**src/rtl/dot_acc_pkg.sv**
```systemverilog
package dot_acc_pkg;
  localparam int DATA_W   = 32;
  localparam int WIDE_W   = 8;
  localparam int NARROW_W = 4;
  localparam int N_LANES  = DATA_W / NARROW_W;
  localparam int N_WIDE   = DATA_W / WIDE_W;
  localparam int EXT_W    = WIDE_W + 1;
  localparam int PROD_W   = 2 * EXT_W;
  localparam int SUM_W    = PROD_W + $clog2(N_LANES);
  localparam int TOT_W    = DATA_W + 2;

  typedef struct packed {
    logic narrow;
    logic sgn;
    logic clamp;
  } ctrl_t;

  function automatic logic signed [EXT_W-1:0] ext_narrow(logic [NARROW_W-1:0] v, logic s);
    return {{(EXT_W-NARROW_W){s & v[NARROW_W-1]}}, v};
  endfunction

  function automatic logic signed [EXT_W-1:0] ext_wide(logic [WIDE_W-1:0] v, logic s);
    return {{(EXT_W-WIDE_W){s & v[WIDE_W-1]}}, v};
  endfunction
endpackage

```
**src/rtl/dot_lane_mul.sv**
```systemverilog
module dot_lane_mul
  import dot_acc_pkg::*;
(
  input  logic                      clk_i,
  input  logic                      rst_ni,
  input  logic                      valid_i,
  input  ctrl_t                     ctrl_i,
  input  logic [DATA_W-1:0]         a_i,
  input  logic [DATA_W-1:0]         b_i,
  input  logic [DATA_W-1:0]         acc_i,
  output logic                      valid_o,
  output ctrl_t                     ctrl_o,
  output logic [DATA_W-1:0]         acc_o,
  output logic [N_LANES*PROD_W-1:0] prod_o
);
  logic [N_LANES*PROD_W-1:0] prod_d;

  for (genvar g = 0; g < N_LANES; g++) begin : g_lane
    logic signed [EXT_W-1:0]  ea, eb;
    logic signed [PROD_W-1:0] p;
    if (g < N_WIDE) begin : g_dual
      always_comb begin
        if (ctrl_i.narrow) begin
          ea = ext_narrow(a_i[g*NARROW_W +: NARROW_W], ctrl_i.sgn);
          eb = ext_narrow(b_i[g*NARROW_W +: NARROW_W], ctrl_i.sgn);
        end else begin
          ea = ext_wide(a_i[g*WIDE_W +: WIDE_W], ctrl_i.sgn);
          eb = ext_wide(b_i[g*WIDE_W +: WIDE_W], ctrl_i.sgn);
        end
      end
    end else begin : g_nar
      // upper lanes exist only in narrow mode
      always_comb begin
        if (ctrl_i.narrow) begin
          ea = ext_narrow(a_i[g*NARROW_W +: NARROW_W], ctrl_i.sgn);
          eb = ext_narrow(b_i[g*NARROW_W +: NARROW_W], ctrl_i.sgn);
        end else begin
          ea = '0;
          eb = '0;
        end
      end
    end
    assign p = ea * eb;
    assign prod_d[g*PROD_W +: PROD_W] = p;
  end

  always_ff @(posedge clk_i or negedge rst_ni) begin
    if (!rst_ni) valid_o <= 1'b0;
    else         valid_o <= valid_i;
  end

  always_ff @(posedge clk_i) begin
    ctrl_o <= ctrl_i;
    acc_o  <= acc_i;
    prod_o <= prod_d;
  end
endmodule

```
**src/rtl/dot_reduce.sv**
```systemverilog
module dot_reduce
  import dot_acc_pkg::*;
(
  input  logic                      clk_i,
  input  logic                      rst_ni,
  input  logic                      valid_i,
  input  ctrl_t                     ctrl_i,
  input  logic [DATA_W-1:0]         acc_i,
  input  logic [N_LANES*PROD_W-1:0] prod_i,
  output logic                      valid_o,
  output ctrl_t                     ctrl_o,
  output logic [DATA_W-1:0]         acc_o,
  output logic signed [SUM_W-1:0]   sum_o
);
  logic signed [SUM_W-1:0] node [N_LANES];

  // pairwise tree, stride doubles per level
  always_comb begin
    for (int i = 0; i < N_LANES; i++) begin
      node[i] = {{(SUM_W-PROD_W){prod_i[i*PROD_W+PROD_W-1]}}, prod_i[i*PROD_W +: PROD_W]};
    end
    for (int s = 1; s < N_LANES; s = s * 2) begin
      for (int n = 0; n + s < N_LANES; n = n + 2 * s) begin
        node[n] = node[n] + node[n+s];
      end
    end
  end

  always_ff @(posedge clk_i or negedge rst_ni) begin
    if (!rst_ni) valid_o <= 1'b0;
    else         valid_o <= valid_i;
  end

  always_ff @(posedge clk_i) begin
    ctrl_o <= ctrl_i;
    acc_o  <= acc_i;
    sum_o  <= node[0];
  end


  unsigned_sum_nonneg_chk: assert property (@(posedge clk_i) disable iff (!rst_ni)
    valid_o && !ctrl_o.sgn |-> !sum_o[SUM_W-1]);
endmodule

```
**src/rtl/dot_accum.sv**
```systemverilog
module dot_accum
  import dot_acc_pkg::*;
(
  input  logic                    clk_i,
  input  logic                    rst_ni,
  input  logic                    valid_i,
  input  ctrl_t                   ctrl_i,
  input  logic [DATA_W-1:0]       acc_i,
  input  logic signed [SUM_W-1:0] sum_i,
  output logic                    valid_o,
  output logic [DATA_W-1:0]       res_o
);
  localparam logic signed [TOT_W-1:0] S_MAX = {{(TOT_W-DATA_W+1){1'b0}}, {(DATA_W-1){1'b1}}};
  localparam logic signed [TOT_W-1:0] S_MIN = {{(TOT_W-DATA_W+1){1'b1}}, {(DATA_W-1){1'b0}}};
  localparam logic [DATA_W-1:0] R_SMAX = {1'b0, {(DATA_W-1){1'b1}}};
  localparam logic [DATA_W-1:0] R_SMIN = {1'b1, {(DATA_W-1){1'b0}}};
  localparam int N_MAXP = N_LANES * (2 ** (2 * (NARROW_W - 1)));
  localparam int N_MINP = -N_LANES * (2 ** (NARROW_W - 1)) * (2 ** (NARROW_W - 1) - 1);

  logic signed [TOT_W-1:0] acc_x, sum_x, tot;
  logic [DATA_W-1:0]       res_d;

  always_comb begin
    acc_x = ctrl_i.sgn ? {{(TOT_W-DATA_W){acc_i[DATA_W-1]}}, acc_i}
                       : {{(TOT_W-DATA_W){1'b0}}, acc_i};
    sum_x = {{(TOT_W-SUM_W){sum_i[SUM_W-1]}}, sum_i};
    tot   = acc_x + sum_x;
    if (!ctrl_i.clamp) begin
      res_d = tot[DATA_W-1:0];
    end else if (ctrl_i.sgn) begin
      if (tot > S_MAX)      res_d = R_SMAX;
      else if (tot < S_MIN) res_d = R_SMIN;
      else                  res_d = tot[DATA_W-1:0];
    end else begin
      res_d = (tot[TOT_W-1:DATA_W] != '0) ? '1 : tot[DATA_W-1:0];
    end
  end

  always_ff @(posedge clk_i or negedge rst_ni) begin
    if (!rst_ni) valid_o <= 1'b0;
    else         valid_o <= valid_i;
  end

  always_ff @(posedge clk_i) res_o <= res_d;


  narrow_sum_bound_chk: assert property (@(posedge clk_i) disable iff (!rst_ni)
    valid_i && ctrl_i.narrow && ctrl_i.sgn |-> (sum_i <= N_MAXP) && (sum_i >= N_MINP));

  sat_signed_up_chk: assert property (@(posedge clk_i) disable iff (!rst_ni)
    valid_i && ctrl_i.clamp && ctrl_i.sgn && !sum_i[SUM_W-1]
    |=> $signed(res_o) >= $signed($past(acc_i)));

  sat_signed_down_chk: assert property (@(posedge clk_i) disable iff (!rst_ni)
    valid_i && ctrl_i.clamp && ctrl_i.sgn && sum_i[SUM_W-1]
    |=> $signed(res_o) <= $signed($past(acc_i)));

  sat_unsigned_up_chk: assert property (@(posedge clk_i) disable iff (!rst_ni)
    valid_i && ctrl_i.clamp && !ctrl_i.sgn |=> res_o >= $past(acc_i));
endmodule

```
**src/rtl/dot_acc_unit.sv**
```systemverilog
module dot_acc_unit
  import dot_acc_pkg::*;
(
  input  logic              clk_i,
  input  logic              rst_ni,
  input  logic              valid_i,
  input  logic              mode_i,
  input  logic              sign_i,
  input  logic              clamp_i,
  input  logic [DATA_W-1:0] a_i,
  input  logic [DATA_W-1:0] b_i,
  input  logic [DATA_W-1:0] acc_i,
  output logic              valid_o,
  output logic [DATA_W-1:0] res_o
);
  ctrl_t                     ctrl_in, ctrl_s1, ctrl_s2;
  logic                      v_s1, v_s2;
  logic [DATA_W-1:0]         acc_s1, acc_s2;
  logic [N_LANES*PROD_W-1:0] prod_s1;
  logic signed [SUM_W-1:0]   sum_s2;

  assign ctrl_in = '{narrow: mode_i, sgn: sign_i, clamp: clamp_i};

  dot_lane_mul u_mul (
    .clk_i, .rst_ni, .valid_i, .ctrl_i(ctrl_in), .a_i, .b_i, .acc_i,
    .valid_o(v_s1), .ctrl_o(ctrl_s1), .acc_o(acc_s1), .prod_o(prod_s1)
  );

  dot_reduce u_red (
    .clk_i, .rst_ni, .valid_i(v_s1), .ctrl_i(ctrl_s1), .acc_i(acc_s1), .prod_i(prod_s1),
    .valid_o(v_s2), .ctrl_o(ctrl_s2), .acc_o(acc_s2), .sum_o(sum_s2)
  );

  dot_accum u_acc (
    .clk_i, .rst_ni, .valid_i(v_s2), .ctrl_i(ctrl_s2), .acc_i(acc_s2), .sum_i(sum_s2),
    .valid_o, .res_o
  );

  // edges seen since reset, caps at pipeline depth
  logic [1:0] since_rst;
  always_ff @(posedge clk_i or negedge rst_ni) begin
    if (!rst_ni)               since_rst <= '0;
    else if (since_rst != 2'd3) since_rst <= since_rst + 2'd1;
  end


  latency_chk: assert property (@(posedge clk_i) disable iff (!rst_ni)
    since_rst == 2'd3 |-> valid_o == $past(valid_i, 3));
endmodule

```
**config.mk**
```make
export PLATFORM = sky130hd
export DESIGN_NAME = dot_acc_unit
export DESIGN_NICKNAME = d
export VERILOG_FILES = /design/src/rtl/dot_acc_pkg.sv /design/src/rtl/dot_lane_mul.sv /design/src/rtl/dot_reduce.sv /design/src/rtl/dot_accum.sv /design/src/rtl/dot_acc_unit.sv
export SDC_FILE = /design/constraint.sdc
export NUM_CORES = 2
export LEC_CHECK = 0
export BUFFER_PORTS_ARGS = -buffer_cell sky130_fd_sc_hd__clkbuf_2
export CAP_MARGIN = 20
export CORE_MARGIN = 2
export CORE_UTILIZATION = 58
export DETAILED_ROUTE_END_ITERATION = 16
export MAX_ROUTING_LAYER = met4
export PLACE_DENSITY_LB_ADDON = 0.25
export SETUP_SLACK_MARGIN = 0.5
export SLEW_MARGIN = 20
export SYNTH_ARGS = -nofsm -noshare
export SYNTH_HDL_FRONTEND = slang
export SYNTH_SLANG_ARGS = --single-unit
```
**constraint.sdc**
```tcl
create_clock -name clk_i -period 4.95 [get_ports clk_i]
set_input_delay 0.495 -clock clk_i [delete_from_list [all_inputs] [get_ports clk_i]]
set_output_delay 0.495 -clock clk_i [all_outputs]
set_load 0.1 [all_outputs]
```
==> results.txt <==
----------------------------------------------------
[Run status]
  Run status ... finished, violations left
  Violated checks ... negative setup slack

[Global routing]
  Sum of overflow across all layers after global routing ... 0
  Initial antenna violation count ... 4
  Number of global-route vias before repair ... 27900
  Maximum number of pins on one net before global-route repair ... 25
  Global-route wire length before repair ... 139 mm
  Total global-route track usage ... 30.5%

[Synth]
  Avg Inst Size Synth ... 9.23 um^2
  Gate count after technology mapping ... 3552
  Post-synthesis sequential area ratio ... 16.4%
  EDFF count, synth ... 0
  Async S/R FF share, synth ... 1.12%
  Main flop type after synthesis ... dfxtp_1
  Total of warnings raised by yosys ... 0
  Library cells used by synthesis ... 70
  Yosys reg bits ... 268
  Netlist area before placement ... 0.0328 mm^2
  Synthesized Nets ... 4582

[Clock tree]
  Number of sinks driven by the clock tree ... 268
  Buffer depth of the longest clock path ... 3
  TritonCTS clock tree ... built
  CTS H-tree depth ... 1
  Clk pin slew, worst setup/hold paths ... 0.06 ns
  Clock latency on the worst-skew pair ... 0.58 ns
  Buffer type at the clock tree root ... clkbuf_16
  Number of buffers added by the clock tree synthesis step ... 28

[Final layout]
  Fraction of layout cells with a size suffix above 1 ... 29.5%
  Number of nets in the finished design ... 5399
  Core utilization of the finished layout ... 77.0%
  Number of fillers in the final layout ... 3621
  Final design area excluding fillers ... 0.0433 mm^2
  Area Growth Syn to Fin ... 31.9%

[Worst setup path]
  Worst path arrival time ... 5.65 ns
  Critical register-to-register path endpoint ... u_red.sum_o[19]$_DFF_P_
  Critical path data required time ... 5.41 ns
  Capturing element type of the critical path ... flop
  WS Path Type ... flop to flop
  Path depth of the worst reg2reg path ... 22
  Worst setup slack for register-to-register paths ... -0.24 ns
  Worst Path Max Fanout ... 4
  Launch point of the worst reg-to-reg path ... u_mul.prod_o[108]$_DFF_P_
  Critical path startpoint category ... flop

[Timing]
  Pins Over Slew Limit ... 0
  Unrepaired setup endpoints after global routing ... yes
  Least setup slack across all paths after layout ... -0.245 ns
  Total of endpoints with negative setup slack in the final report ... 24
  Tcrit/Tclk final ... 105%
  Remaining max-slew budget at the tightest pin ... 47.4%
  Count of endpoints failing hold in the final timing report ... 0
  Fmax ... 192 MHz
  Post-route clock skew ... 0.0277 ns
  Total negative slack for setup checks ... -2.32 ns
  Minimum clock period ... 5.19 ns
  Transition time of the tightest slew-check pin ... 0.788 ns

[Floorplanning]
  Die height ... 242 um
  Number of ports placed on the die boundary ... 135
  Core outline area ... 0.0562 mm^2
  Area of the die ... 0.0585 mm^2
  Number of placement rows ... 87
  Starting Density ... 58.4%
  X dimension of the die ... 242 um

[Route]
  Number of DRC violations after detailed-routing iteration 0 ... 1388
  Vias per std cell ... 5.26
  Aggregate routed wire length ... 89.9 mm
  Antenna Nets Post-Route ... 0
  Detailed-route via count ... 27100
  Number of optimization iterations in the first detailed-route pass ... 7
  Number of design rule violations left after detail routing ... 0
  Average detailed-routed wire length per instance ... 17.5 um

[Min path]
  Hold Startpoint ... acc_i[13]
  Hold path depth ... 1
  Type of the worst min-delay path ... primary input to flop
  Endpoint with the worst hold slack ... u_mul.acc_o[13]$_DFF_P_

[Flow run]
  Max-capacitance violation count ... 0

[Placement]
  Total half-perimeter wirelength after legalization and detailed placement ... 70.8 mm
  Number of input and output port buffers inserted ... 134
  Gp weighted congestion ... 0.947
  Post-DP Area ... 0.0395 mm^2

----------------------------------------------------
[worst max-delay path: stages (launching register included)]
cell and delay [ns]:
dfxtp_2 0.33, ha_4 0.16, fa_2 0.34, a21o_1 0.19
a21oi_2 0.19, o21bai_2 0.11, a2111oi_4 0.44, nor3b_2 0.11
o21a_1 0.19, o21a_1 0.17, o21ai_1 0.11, nor2b_4 0.20
xnor2_4 0.10, fa_1 0.52, inv_2 0.04, fa_1 0.51
inv_2 0.05, ha_4 0.24, or3_1 0.33, o21ai_2 0.13
o31ai_4 0.09, o41a_1 0.38, xor2_1 0.15
[kinds of logic (layout without fill, tap and decap cells)]
| family | count (synthesis) | after routing | share of synthesized area (%) |
|---|---|---|---|
| AOI/OAI and AO/OA | 482 | 482 | 9.38 |
| muxes | 32 | 32 | 1.03 |
| adders and majority gates | 928 | 928 | 46.7 |
| other | 0 | 6 | 0 |
| xor gates and xnor gates | 223 | 223 | 5.95 |
| and+or+nand+nor | 860 | 860 | 11.8 |
| DFF | 268 | 268 | 16.4 |
| buffers and inverters | 759 | 1596 | 8.71 |
[worst max path at each step]
stage	endpoint	cells after the start	from	slack (ns)
after detailed placement	u_mul.prod_o[53]$_DFF_P_	24	sign_i	-0.91
final	u_red.sum_o[19]$_DFF_P_	22	u_mul.prod_o[108]$_DFF_P_	-0.24
after global placement	u_mul.prod_o[53]$_DFF_P_	24	sign_i	-0.83
after global routing	u_mul.prod_o[53]$_DFF_P_	25	mode_i	-0.41
after floorplan	u_mul.prod_o[17]$_DFF_P_	25	mode_i	-0.45
after CTS	u_mul.prod_o[53]$_DFF_P_	25	mode_i	-0.07
[metrics by stage]
step           hold WS [ns]  setup slack, ns  std cells
6_report             0.0392           -0.245       5151
5_1_grt              0.0165           -0.405       5148
4_1_cts             0.00323          -0.0700       5094
3_5_place_dp          0.295           -0.915       4971
3_3_place_gp          0.293           -0.834       4971
2_1_floorplan         0.199           -0.455       3552
[synth_stat cells (3+ instances only)]
master,instances,area (um^2)
o211ai_1,5,37.5
a21o_1,58,435
inv_1,696,2610
o21bai_1,44,330
a211oi_1,8,60.1
ha_1,433,5420
a21oi_1,173,866
dfxtp_1,265,5310
a211o_1,5,43.8
dfrtp_1,3,75.1
nand4_1,5,31.3
o41ai_1,9,78.8
clkbuf_1,50,188
or2_2,17,106
buf_1,7,26.3
o21ai_1,7,35.0
nand3_1,76,380
nand2_1,252,946
and2_1,34,213
fa_1,495,9910
mux2i_1,17,170
xor2_1,43,377
nor4_1,3,18.8
a31o_2,7,61.3
a21boi_0,8,60.1
o21ai_0,85,425
o31ai_1,9,67.6
a22oi_1,4,30.0
a31oi_1,7,43.8
or3_1,7,43.8
xnor2_1,180,1580
mux2_2,15,169
o31a_1,4,35.0
and3_1,39,244
nor3_1,52,260
nand2b_1,22,138
o41a_1,8,90.1
o21a_1,18,135
nor2_1,299,1120
buf_2,3,15.0
nor2b_1,39,244
[area by class of cell]
class | instances | area [um^2] | share of cell area (%)
Sequential cell | 268 | 5380 | 12.4
Timing Repair Buffer | 847 | 6520 | 15.1
Clock buffer | 31 | 722 | 1.67
Clock inverter | 19 | 322 | 0.743
Timing Repair inverter | 1 | 16.3 | 0.0376
Inverter | 698 | 2660 | 6.14
Multi-Input combinational cell | 2525 | 26700 | 61.7
Tap cell | 756 | 946 | 2.19
Antenna cell | 6 | 15.0 | 0.0347
[layer usage]
metal / global-route usage, % / wire, um
met5: - / 0
met4: 11.5 / 4610
met3: 3.42 / 4390
met2: 51.8 / 44000
met1: 37.6 / 37000
[state kept, by name, indices dropped and copies added (netlist names)]
name	flops
u_acc.res_o	32
u_acc.valid_o	1
u_mul.acc_o	32
u_mul.ctrl_o	2
u_mul.prod_o	144
u_mul.valid_o	1
u_red.acc_o	32
u_red.ctrl_o	2
u_red.sum_o	21
u_red.valid_o	1
[cells in the final DEF (no fill, tap or decap), types with 43 or more instances in the layout]
cell and n:
nor2_1 279, clkbuf_2 129, nand3_1 63, buf_6 54, nand2_1 218, o21ai_0 50
inv_1 656, a21o_1 54, a21oi_1 102, nor3_1 49, dfxtp_1 263, a21oi_2 63
xor2_1 43, ha_1 398, xnor2_1 144, buf_4 617, fa_1 473
[timing repair]
action,in CTS,in global routing
hold buffers,26,0
gates cloned,1,1
endpoints found under the setup margin,74,79
pin swaps,85,136
buffers inserted,46,50
gates resized for setup,155,205
endpoints found under the hold margin,28,0
Power is left out: the tool's default activity adds up to more than one toggle a clock period on the data nets, which glitch-free logic cannot reach.
